File: src/rtl/pll_seq_pkg.sv
package pll_seq_pkg;
  localparam int MULT_W   = 13;
  localparam int DIV_W    = 6;
  localparam int BW_W     = 12;
  localparam int DATA_W   = 32;
  localparam int STEP_W   = 3;

  // field placement inside the two control registers
  localparam int BYP_BIT  = 23;  // register A
  localparam int RST_BIT  = 14;  // register B
  localparam int MULT_LSB = 6;   // register A
  localparam int DIV_LSB  = 0;   // register A
  localparam int BWLO_LSB = 24;  // register A, 8 bits
  localparam int BWHI_LSB = 0;   // register B, 4 bits

  // step numbers whose completion starts a timed wait, and the final step
  localparam logic [STEP_W-1:0] STEP_BWHI = 3'd4;
  localparam logic [STEP_W-1:0] STEP_RREL = 3'd5;
  localparam logic [STEP_W-1:0] STEP_LAST = 3'd6;

  typedef enum logic [1:0] {S_IDLE, S_ISSUE, S_AWAIT, S_WAIT} seq_state_t;

  function automatic logic [BW_W-1:0] bw_calc(input logic [MULT_W-1:0] m);
    logic [MULT_W:0] t;
    t = {1'b0, m} + 1'b1;
    return BW_W'((t >> 1) - 1'b1);
  endfunction
endpackage

File: src/rtl/pll_seq_timer.sv
module pll_seq_timer #(
  parameter int CNT_W = 16
) (
  input  logic             clk,
  input  logic             rst,
  input  logic             load,
  input  logic [CNT_W-1:0] load_val,
  output logic             expired
);
  logic [CNT_W-1:0] cnt;

  always_ff @(posedge clk) begin
    if (rst) begin
      cnt     <= '0;
      expired <= 1'b0;
    end else begin
      expired <= 1'b0;
      if (load) begin
        cnt <= load_val;
      end else if (cnt != '0) begin
        cnt <= cnt - 1'b1;
        if (cnt == CNT_W'(1)) expired <= 1'b1;
      end
    end
  end


  load_len_chk: assert property (@(posedge clk) disable iff (rst)
    load |=> (cnt == $past(load_val)) && !expired);
endmodule

File: src/rtl/pll_seq_steps.sv
module pll_seq_steps
  import pll_seq_pkg::*;
(
  input  logic [STEP_W-1:0] step,
  input  logic [MULT_W-1:0] mult,
  input  logic [DIV_W-1:0]  div,
  output logic              sel_b,
  output logic [DATA_W-1:0] mask,
  output logic [DATA_W-1:0] setv
);
  logic [BW_W-1:0] bw;
  assign bw = bw_calc(mult);

  always_comb begin
    sel_b = 1'b0;
    mask  = '0;
    setv  = '0;
    case (step)
      3'd0: begin mask = DATA_W'(1) << BYP_BIT; setv = mask; end
      3'd1: begin sel_b = 1'b1; mask = DATA_W'(1) << RST_BIT; setv = mask; end
      3'd2: begin
        mask = (DATA_W'({MULT_W{1'b1}}) << MULT_LSB) | (DATA_W'({DIV_W{1'b1}}) << DIV_LSB);
        setv = (DATA_W'(mult) << MULT_LSB) | (DATA_W'(div) << DIV_LSB);
      end
      3'd3: begin mask = DATA_W'(8'hFF) << BWLO_LSB; setv = DATA_W'(bw[7:0]) << BWLO_LSB; end
      3'd4: begin sel_b = 1'b1; mask = DATA_W'(4'hF) << BWHI_LSB; setv = DATA_W'(bw[11:8]) << BWHI_LSB; end
      3'd5: begin sel_b = 1'b1; mask = DATA_W'(1) << RST_BIT; end
      3'd6: begin mask = DATA_W'(1) << BYP_BIT; end
      default: ;
    endcase
  end
endmodule

File: src/rtl/pll_seq_rmw.sv
module pll_seq_rmw #(
  parameter int ADDR_W = 8,
  parameter int DATA_W = 32
) (
  input  logic              clk,
  input  logic              rst,
  input  logic              go,
  input  logic [ADDR_W-1:0] addr_in,
  input  logic [DATA_W-1:0] mask,
  input  logic [DATA_W-1:0] setv,
  output logic              op_done,
  output logic              bus_req,
  output logic              bus_we,
  output logic [ADDR_W-1:0] bus_addr,
  output logic [DATA_W-1:0] bus_wdata,
  input  logic [DATA_W-1:0] bus_rdata,
  input  logic              bus_ready
);
  typedef enum logic [1:0] {E_IDLE, E_RD, E_WR} eng_t;
  eng_t              st;
  logic [DATA_W-1:0] mask_q, setv_q;

  always_ff @(posedge clk) begin
    if (rst) begin
      st        <= E_IDLE;
      bus_req   <= 1'b0;
      bus_we    <= 1'b0;
      bus_addr  <= '0;
      bus_wdata <= '0;
      mask_q    <= '0;
      setv_q    <= '0;
      op_done   <= 1'b0;
    end else begin
      op_done <= 1'b0;
      case (st)
        E_IDLE: if (go) begin
          bus_req  <= 1'b1;
          bus_we   <= 1'b0;
          bus_addr <= addr_in;
          mask_q   <= mask;
          setv_q   <= setv;
          st       <= E_RD;
        end
        E_RD: if (bus_ready) begin
          bus_we    <= 1'b1;
          bus_wdata <= (bus_rdata & ~mask_q) | (setv_q & mask_q);
          st        <= E_WR;
        end
        E_WR: if (bus_ready) begin
          bus_req <= 1'b0;
          bus_we  <= 1'b0;
          op_done <= 1'b1;
          st      <= E_IDLE;
        end
        default: st <= E_IDLE;
      endcase
    end
  end


  req_hold_chk: assert property (@(posedge clk) disable iff (rst)
    (bus_req && !bus_ready) |=> bus_req && $stable(bus_addr) && $stable(bus_we) && $stable(bus_wdata));


  rd_then_wr_chk: assert property (@(posedge clk) disable iff (rst)
    (bus_req && !bus_we && bus_ready) |=> bus_req && bus_we && $stable(bus_addr));
endmodule

File: src/rtl/pll_bringup_seq.sv
module pll_bringup_seq
  import pll_seq_pkg::*;
#(
  parameter int ADDR_W       = 8,
  parameter logic [ADDR_W-1:0] CTL_A_ADDR = 8'h00,
  parameter logic [ADDR_W-1:0] CTL_B_ADDR = 8'h04,
  parameter int RST_WAIT_CYC = 250,
  parameter int LOCK_UNIT    = 500
) (
  input  logic              clk,
  input  logic              rst,
  input  logic              start,
  input  logic [MULT_W-1:0] mult_in,
  input  logic [DIV_W-1:0]  div_in,
  output logic              busy,
  output logic              done,
  output logic              bus_req,
  output logic              bus_we,
  output logic [ADDR_W-1:0] bus_addr,
  output logic [DATA_W-1:0] bus_wdata,
  input  logic [DATA_W-1:0] bus_rdata,
  input  logic              bus_ready
);
  localparam int LOCK_MAX = LOCK_UNIT * (1 << DIV_W);
  localparam int CNT_MAX  = (RST_WAIT_CYC > LOCK_MAX) ? RST_WAIT_CYC : LOCK_MAX;
  localparam int CNT_W    = $clog2(CNT_MAX + 1);

  seq_state_t        state;
  logic [STEP_W-1:0] step;
  logic [MULT_W-1:0] mult_q;
  logic [DIV_W-1:0]  div_q;

  logic              go, op_done, sel_b, tmr_load, tmr_exp;
  logic [DATA_W-1:0] mask, setv;
  logic [CNT_W-1:0]  tmr_val, lock_len;

  assign go       = (state == S_ISSUE);
  assign lock_len = CNT_W'(LOCK_UNIT * (int'(div_q) + 1));
  assign tmr_load = (state == S_AWAIT) && op_done && ((step == STEP_BWHI) || (step == STEP_RREL));
  assign tmr_val  = (step == STEP_BWHI) ? CNT_W'(RST_WAIT_CYC) : lock_len;

  pll_seq_steps u_steps (
    .step(step), .mult(mult_q), .div(div_q),
    .sel_b(sel_b), .mask(mask), .setv(setv)
  );

  pll_seq_rmw #(.ADDR_W(ADDR_W), .DATA_W(DATA_W)) u_rmw (
    .clk(clk), .rst(rst), .go(go),
    .addr_in(sel_b ? CTL_B_ADDR : CTL_A_ADDR),
    .mask(mask), .setv(setv), .op_done(op_done),
    .bus_req(bus_req), .bus_we(bus_we), .bus_addr(bus_addr),
    .bus_wdata(bus_wdata), .bus_rdata(bus_rdata), .bus_ready(bus_ready)
  );

  pll_seq_timer #(.CNT_W(CNT_W)) u_timer (
    .clk(clk), .rst(rst), .load(tmr_load), .load_val(tmr_val), .expired(tmr_exp)
  );

  always_ff @(posedge clk) begin
    if (rst) begin
      state  <= S_IDLE;
      step   <= '0;
      mult_q <= '0;
      div_q  <= '0;
      busy   <= 1'b0;
      done   <= 1'b0;
    end else begin
      done <= 1'b0;
      case (state)
        S_IDLE: if (start) begin
          mult_q <= mult_in;
          div_q  <= div_in;
          step   <= '0;
          busy   <= 1'b1;
          state  <= S_ISSUE;
        end
        S_ISSUE: state <= S_AWAIT;
        S_AWAIT: if (op_done) begin
          if (step == STEP_LAST) begin
            busy  <= 1'b0;
            done  <= 1'b1;
            state <= S_IDLE;
          end else begin
            step  <= step + 1'b1;
            state <= tmr_load ? S_WAIT : S_ISSUE;
          end
        end
        S_WAIT: if (tmr_exp) state <= S_ISSUE;
        default: state <= S_IDLE;
      endcase
    end
  end


  done_pulse_chk: assert property (@(posedge clk) disable iff (rst) done |=> !done);

  done_end_chk: assert property (@(posedge clk) disable iff (rst) done |-> !busy && $past(busy));

  idle_quiet_chk: assert property (@(posedge clk) disable iff (rst) !busy |-> !bus_req);

  latch_hold_chk: assert property (@(posedge clk) disable iff (rst)
    (busy && start) |=> $stable(mult_q) && $stable(div_q));

  wait_quiet_chk: assert property (@(posedge clk) disable iff (rst) (state == S_WAIT) |-> !bus_req);
endmodule

File: config.mk
export PLATFORM = sky130hd
export DESIGN_NAME = pll_bringup_seq
export DESIGN_NICKNAME = d
export VERILOG_FILES = /design/src/rtl/pll_seq_pkg.sv /design/src/rtl/pll_seq_timer.sv /design/src/rtl/pll_seq_steps.sv /design/src/rtl/pll_seq_rmw.sv /design/src/rtl/pll_bringup_seq.sv
export SDC_FILE = /design/constraint.sdc
export NUM_CORES = 1
export LEC_CHECK = 0
export BUFFER_PORTS_ARGS = -buffer_cell sky130_fd_sc_hd__buf_2
export CAP_MARGIN = 10
export CORE_MARGIN = 2
export CORE_UTILIZATION = 60
export CTS_BUF_LIST = sky130_fd_sc_hd__clkbuf_4 sky130_fd_sc_hd__clkbuf_8
export DETAILED_ROUTE_END_ITERATION = 10
export GPL_ROUTABILITY_DRIVEN = 0
export GPL_TIMING_DRIVEN = 0
export HOLD_SLACK_MARGIN = 0.1
export PLACE_DENSITY = 0.83
export SKIP_LAST_GASP = 1
export SYNTH_ARGS = -nofsm -noshare
export SYNTH_HDL_FRONTEND = slang
export SYNTH_SLANG_ARGS = --single-unit
File: constraint.sdc
create_clock -name clk -period 5.7 [get_ports clk]
set_input_delay 0.285 -clock clk [delete_from_list [all_inputs] [get_ports clk]]
set_output_delay 0.285 -clock clk [all_outputs]
set_load 0.01 [all_outputs]
After elaboration in Yosys (flattened, before gate mapping)
Cells that the tools add are included.
{"block": "op_classes", "n_reduce_logical": 26, "eq_ne": 20, "mux": 34, "addsub": 5, "n_bitwise": 9, "multipliers": 1}
{"operator": "32-bit case mux with 5 select lines", "n": 2}
{"operator": "32-bit bitwise AND", "n": 2}
{"operator": "15-bit two-way mux", "n": 3}
{"operator": "32-bit NOT", "n": 1}
{"operator": "32-bit OR", "n": 1}
{"operator": "19-bit by 6-bit OR with 19-bit output", "n": 1}
{"operator": "2-bit two-way mux", "n": 8}
{"operator": "15-bit by 1-bit equality test with 1-bit output, second input constant", "n": 1}
{"operator": "15-bit nonzero test", "n": 1}
{"operator": "15-bit by 1-bit subtractor with 15-bit output, second input constant", "n": 1}
{"operator": "13-bit by 1-bit adder with 13-bit output, second input constant", "n": 1}
{"operator": "7-bit by 7-bit multiplier with 13-bit output, first input constant", "n": 1}
{"operator": "3-bit two-way mux", "n": 4}
{"operator": "4-bit AND reduction", "n": 3}
{"operator": "12-bit by 1-bit subtractor with 12-bit output, second input constant", "n": 1}
{"operator": "1-bit two-way mux", "n": 11}
{"operator": "2-bit != test, second input constant", "n": 5}
{"operator": "3-bit equality test, second input constant", "n": 3}
{"operator": "3-bit AND reduction", "n": 3}
{"operator": "3-bit OR reduction", "n": 3}
{"operator": "2-bit case mux with 4 select lines", "n": 1}
{"operator": "6-bit by 1-bit adder with 7-bit output, second input constant", "n": 1}
{"operator": "2-bit equality test, second input constant", "n": 3}
{"operator": "3-bit by 2-bit equality test with 1-bit output, second input constant", "n": 2}
{"operator": "17 further kinds", "n": 32}
{"block": "word_totals", "word_cells": 111, "input_bits": 55, "out_inout_bits": 44, "register_bits": 151}

Longest topological paths before layout
{"block": "logic_depth", "ltp_word": 7, "depth_mapped": 18, "depth_no_buf": 18}

Modules after synthesis
From an unflattened synthesis, not the netlist that was laid out.
{"block": "unflattened", "cells_unflattened": 1001, "area_unflattened_um2": 8534.4}
{"mod": "pll_seq_rmw", "n_inst": 1, "area_each_um2": 4131.5, "seq_area_each_um2": 2182.1, "cells_per_inst": 443}
{"mod": "pll_bringup_seq", "n_inst": 1, "area_each_um2": 2296.0, "seq_area_each_um2": 520.5, "cells_per_inst": 278}
{"mod": "pll_seq_steps", "n_inst": 1, "area_each_um2": 1118.6, "seq_area_each_um2": 0.0, "cells_per_inst": 164}
{"mod": "pll_seq_timer", "n_inst": 1, "area_each_um2": 988.4, "seq_area_each_um2": 320.3, "cells_per_inst": 116}

Worst setup path after synthesis
Ideal clock, no wire load.
{"block": "synth_timing", "path_kind": "flip-flop to flip-flop", "startpoint": "register div_q[0]", "endpoint": "register u_timer.cnt[14]", "required_time_ps": 5585, "n_path_buf": 0, "setup_ps": 115, "synth_period_minus_slack_ps": 4187, "path_stages_with_launch": 16, "t_arrival_ps": 4073, "setup_slack_ps": 1513, "path_cell_list": "dfxtp_1 -> ha_1 -> nand3_1 -> xnor2_1 -> fa_1 -> ha_1 -> xor2_1 -> fa_1 -> ha_1 -> ha_1 -> o21ai_0 -> nand2b_1 -> a21oi_1 -> o31ai_1 -> mux2i_1 -> o21a_1"}
{"block": "synth_between", "elab_chain_len": 4}
{"item": "start: declaration", "line": "pll_bringup_seq.sv:31", "source": "logic [DIV_W-1:0] div_q;"}
{"item": "start signal: assignment", "line": "pll_bringup_seq.sv:72", "source": "div_q <= div_in;"}
{"item": "6-bit by 1-bit adder with 7-bit output", "line": "pll_bringup_seq.sv:38", "source": "assign lock_len = CNT_W'(LOCK_UNIT * (int'(div_q) + 1));"}
{"item": "7-bit by 7-bit multiplier with 13-bit output", "line": "pll_bringup_seq.sv:38"}
{"item": "15-bit two-way mux", "line": "pll_bringup_seq.sv:40", "source": "assign tmr_val = (step == STEP_BWHI) ? CNT_W'(RST_WAIT_CYC) : lock_len;"}
{"item": "15-bit two-way mux", "line": "pll_seq_timer.sv:18", "source": "if (load) begin"}
{"item": "end signal: assignment", "line": "pll_seq_timer.sv:19", "source": "cnt <= load_val;"}
{"item": "end signal: assignment", "line": "pll_seq_timer.sv:21", "source": "cnt <= cnt - 1'b1;"}
{"item": "end: declaration", "line": "pll_seq_timer.sv:10", "source": "logic [CNT_W-1:0] cnt;"}
No other way between the ends.
A chain may end at the register's enable or synchronous reset.

Worst setup path in the final report
Ends and elaborated chain as after synthesis.

==> results.yml <==
status:
  status: "finished, final reports clean"
sta:
  fin_worst_skew_ps: 9.43
  relSlewSlack: 0.509
  fin_setup_tns_ps: 0
  final_max_slew_viol_count: 0
  max_slew.worst_pin.slew_ps: 735
  clock.fmax_mhz: 208
  rsz0062_at_grt: "false"
  setup_violations: 0
  fin_hold_ws_ps: 101
  min_period_ps: 4800
  period_share: 0.842
  finalHoldViolations: 0
floorplan:
  fp-row-count: 38
  core_sq_mm: 0.0108
  start_util: 0.617
  design.die.area_sq_mm: 0.0120
  die_h_um: 110
  die_x_um: 110
  ioPinCount: 99
power:
  vdd_drop_max_mv: 0.289
  power_density_mw_per_mm2: 382
  p_leak_nw: 3.22
synthesis:
  yosysTopAreaCellShare: 0.338
  yosys.area.top_type: "dfxtp_1"
  yosysMostFrequentCell: "dfxtp_1"
  synth_commonest_cells: "113 x dfxtp_1, 88 x nand2_1, 80 x nor2_1, 62 x a21oi_1, 46 x ha_1"
  postSynthCellCount: 800
  ys_types: 65
  yosys_warnings: 0
  synth_area_leaders: "dfxtp_1 34%, ha_1 8.6%, mux2i_1 5.5%, nand2_1 4.9%, a21oi_1 4.6%"
  synth_edf_count: 0
  ys_ff_latch: 113
  synth_area_sq_mm: 0.00669
  synth.avg_cell_area_sq_um: 8.36
  ys_async_sr_fraction: 0
  ys_seq_area_frac: 0.338
  synth-main-ff-cell: "dfxtp_1"
run:
  cap_violations: 0
layout:
  multi_input_area_sq_mm: 0.00405
  area_growth_pct: 17.9
  fill_cells: 831
  seqCellArea_sq_mm: 0.00226
  n_antenna_cell: 0
  fin_nets: 1043
  drive_above_1_share: 0.164
  layout.cells.non_filler: 1083
grt:
  grt_util_all_layers: 0.290
  grt_pass1_vias: 5723
  antenna_found_initial: 0
  grt_pass1_wl_um: 27300
  grt-ovfl-total: 0
  grt_max_degree: 17
critical_path:
  crit_path_start_kind: "flop"
  cp_max_fo: 9
  worstPathArrival_ps: 5190
  cp-end-kind: "flop"
  path_common_cell: "ha_1"
  rr_worst_depth: 15
  path_delay_family: "adder cells"
  crit_slowest_cell: "dfxtp_1"
  crit_path_cell_trace: "ha_1, nand3_1, xnor2_1, fa_1, ha_1, xor2_1, fa_1, ha_1, ha_1, o21ai_0, nand2b_1, a21oi_1, o31ai_1, mux2i_1, o21a_1"
  r2r_slack_ps: 900
  reg2reg_to: "u_timer.cnt[14]$_SDFFE_PP0P_"
  timing.rr.start: "div_q[0]$_SDFFE_PP0P_"
  max_stage_delay_ps: 580
  crit_buf_inv: 0
  worst-setup-path-type: "flop to flop"
  crit_required_ps: 6090
clock_tree:
  clockBufferDepth: 2
  cts_tree: "built"
  root_buffer: "clkbuf_8"
  htree_num_levels: 4
  clkTransAtPathRegs_ps: 70
  numCtsBuffers: 17
  cts.sinks: 113
  clock_latency_ps: 440
routing:
  num_vias: 6241
  initialDrtViolationCount: 466
  remaining_drc_errors: 0
  wire_per_inst_um: 15.8
  wl_um: 17100
  viasPerCell: 5.76
  ant_nets: 0
  dr.pass1.iters: 5
worst_hold_path:
  min_delay_path_depth: 3
  hp-class: "input port to flop"
  min_from: "mult_in[8]"
  whs_endpoint: "mult_q[8]$_SDFFE_PP0P_"
placement:
  hpwl_um: 12300
  dp.cells: 1036
  portBuffers: 90
## where the power goes
part | internal [mW] | switching [mW]
Combinational | 0.554 | 0.716
Clock | 0.396 | 0.357
Sequential | 0.892 | 0.0962
Total | 1.84 | 1.17
## layout by cell type, fill, tap and decap left out, types with 5 or more instances in the layout
cell,count
buf_4,9
clkbuf_1,39
nand4_1,5
inv_1,37
nand3_1,28
fa_1,11
nand2b_1,6
nor2_1,80
dfxtp_1,113
xnor2_1,30
nor2b_1,7
dlygate4sd3_1,16
a22oi_1,8
ha_1,46
xor2_1,15
nand3b_1,5
nor4_1,9
nor3_1,21
or3_1,10
a21o_1,5
a211oi_1,31
o21ai_0,15
nand2_1,88
o211ai_1,5
conb_1,7
a21oi_1,62
buf_2,96
clkbuf_8,18
clkinvlp_4,5
mux2i_1,37
a311oi_1,5
## per-stage QoR
stage          worst slack [ps]  utilization  total power, mW  area, sq um
3_5_place_dp                906        0.677             2.24         7340
4_1_cts                     877        0.727             2.99         7880
5_1_grt                     624        0.727             3.20         7880
6_report                    901        0.727             3.01         7880
3_3_place_gp                940        0.677             2.21         7340
2_1_floorplan              1510            -             1.95         6710
## routing by layer
layer,up-vias,routed length (um),track usage
met5,-,0,0
met4,0,448,0.121
met3,38,1090,0.0439
met2,239,7970,0.486
met1,2916,7620,0.372
li1,3048,-,-
## kinds of logic after synthesis
logic type	Yosys count	share of synthesized area
and+or+nand+nor	287	0.206
AOI/OAI and AO/OA	164	0.162
DFF	113	0.338
buffers and inverters	96	0.0602
adders and majority gates	57	0.119
xor gates and xnor gates	45	0.0589
muxes	37	0.0554
other	1	0.000561
## state kept, by name (all words and copies together) (netlist names), 2 cells and up
signal,count
state,2
u_rmw.mask_q,5
mult_q,13
div_q,6
u_rmw.setv_q,28
u_rmw.bus_wdata,32
step,3
u_rmw.st,2
u_timer.cnt,15
## worst max path at each step
stage	start	endpoint	slack (ps)	depth (start not counted)
4_1_cts	div_q[0]$_SDFFE_PP0P_	u_timer.cnt[14]$_SDFFE_PP0P_	880	15
5_1_grt	div_q[0]$_SDFFE_PP0P_	u_timer.cnt[14]$_SDFFE_PP0P_	620	15
6_report	div_q[0]$_SDFFE_PP0P_	u_timer.cnt[14]$_SDFFE_PP0P_	900	15
2_1_floorplan	div_q[0]$_SDFFE_PP0P_	u_timer.cnt[14]$_SDFFE_PP0P_	1510	15
3_3_place_gp	div_q[0]$_SDFFE_PP0P_	u_timer.cnt[14]$_SDFFE_PP0P_	940	15
3_5_place_dp	div_q[0]$_SDFFE_PP0P_	u_timer.cnt[14]$_SDFFE_PP0P_	910	15
## layout make-up
cell class | instances | share of cell area
clock inverters | 13 | 0.0176
repair buffers | 106 | 0.0775
flip-flops and latches | 113 | 0.287
well taps | 140 | 0.0222
clock buffers | 18 | 0.0314
inverters | 37 | 0.0176
plain buffers | 59 | 0.0335
multi-input cells | 597 | 0.513
## tightest hold or removal path: cells and delay by family
kind	cells	cell delay (ps)
simple gates	1	60
compound gates	1	60
buf+inv	1	100
## what timing repair did
item                                   in CTS  in global routing
hold buffers                               16                  0
buffers inserted                            0                  0
endpoints found under the hold margin      16                  0
resized for setup                           0                  0
setup endpoints to repair                   0                  0
No activity file was read; power rests on OpenSTA's default activity.
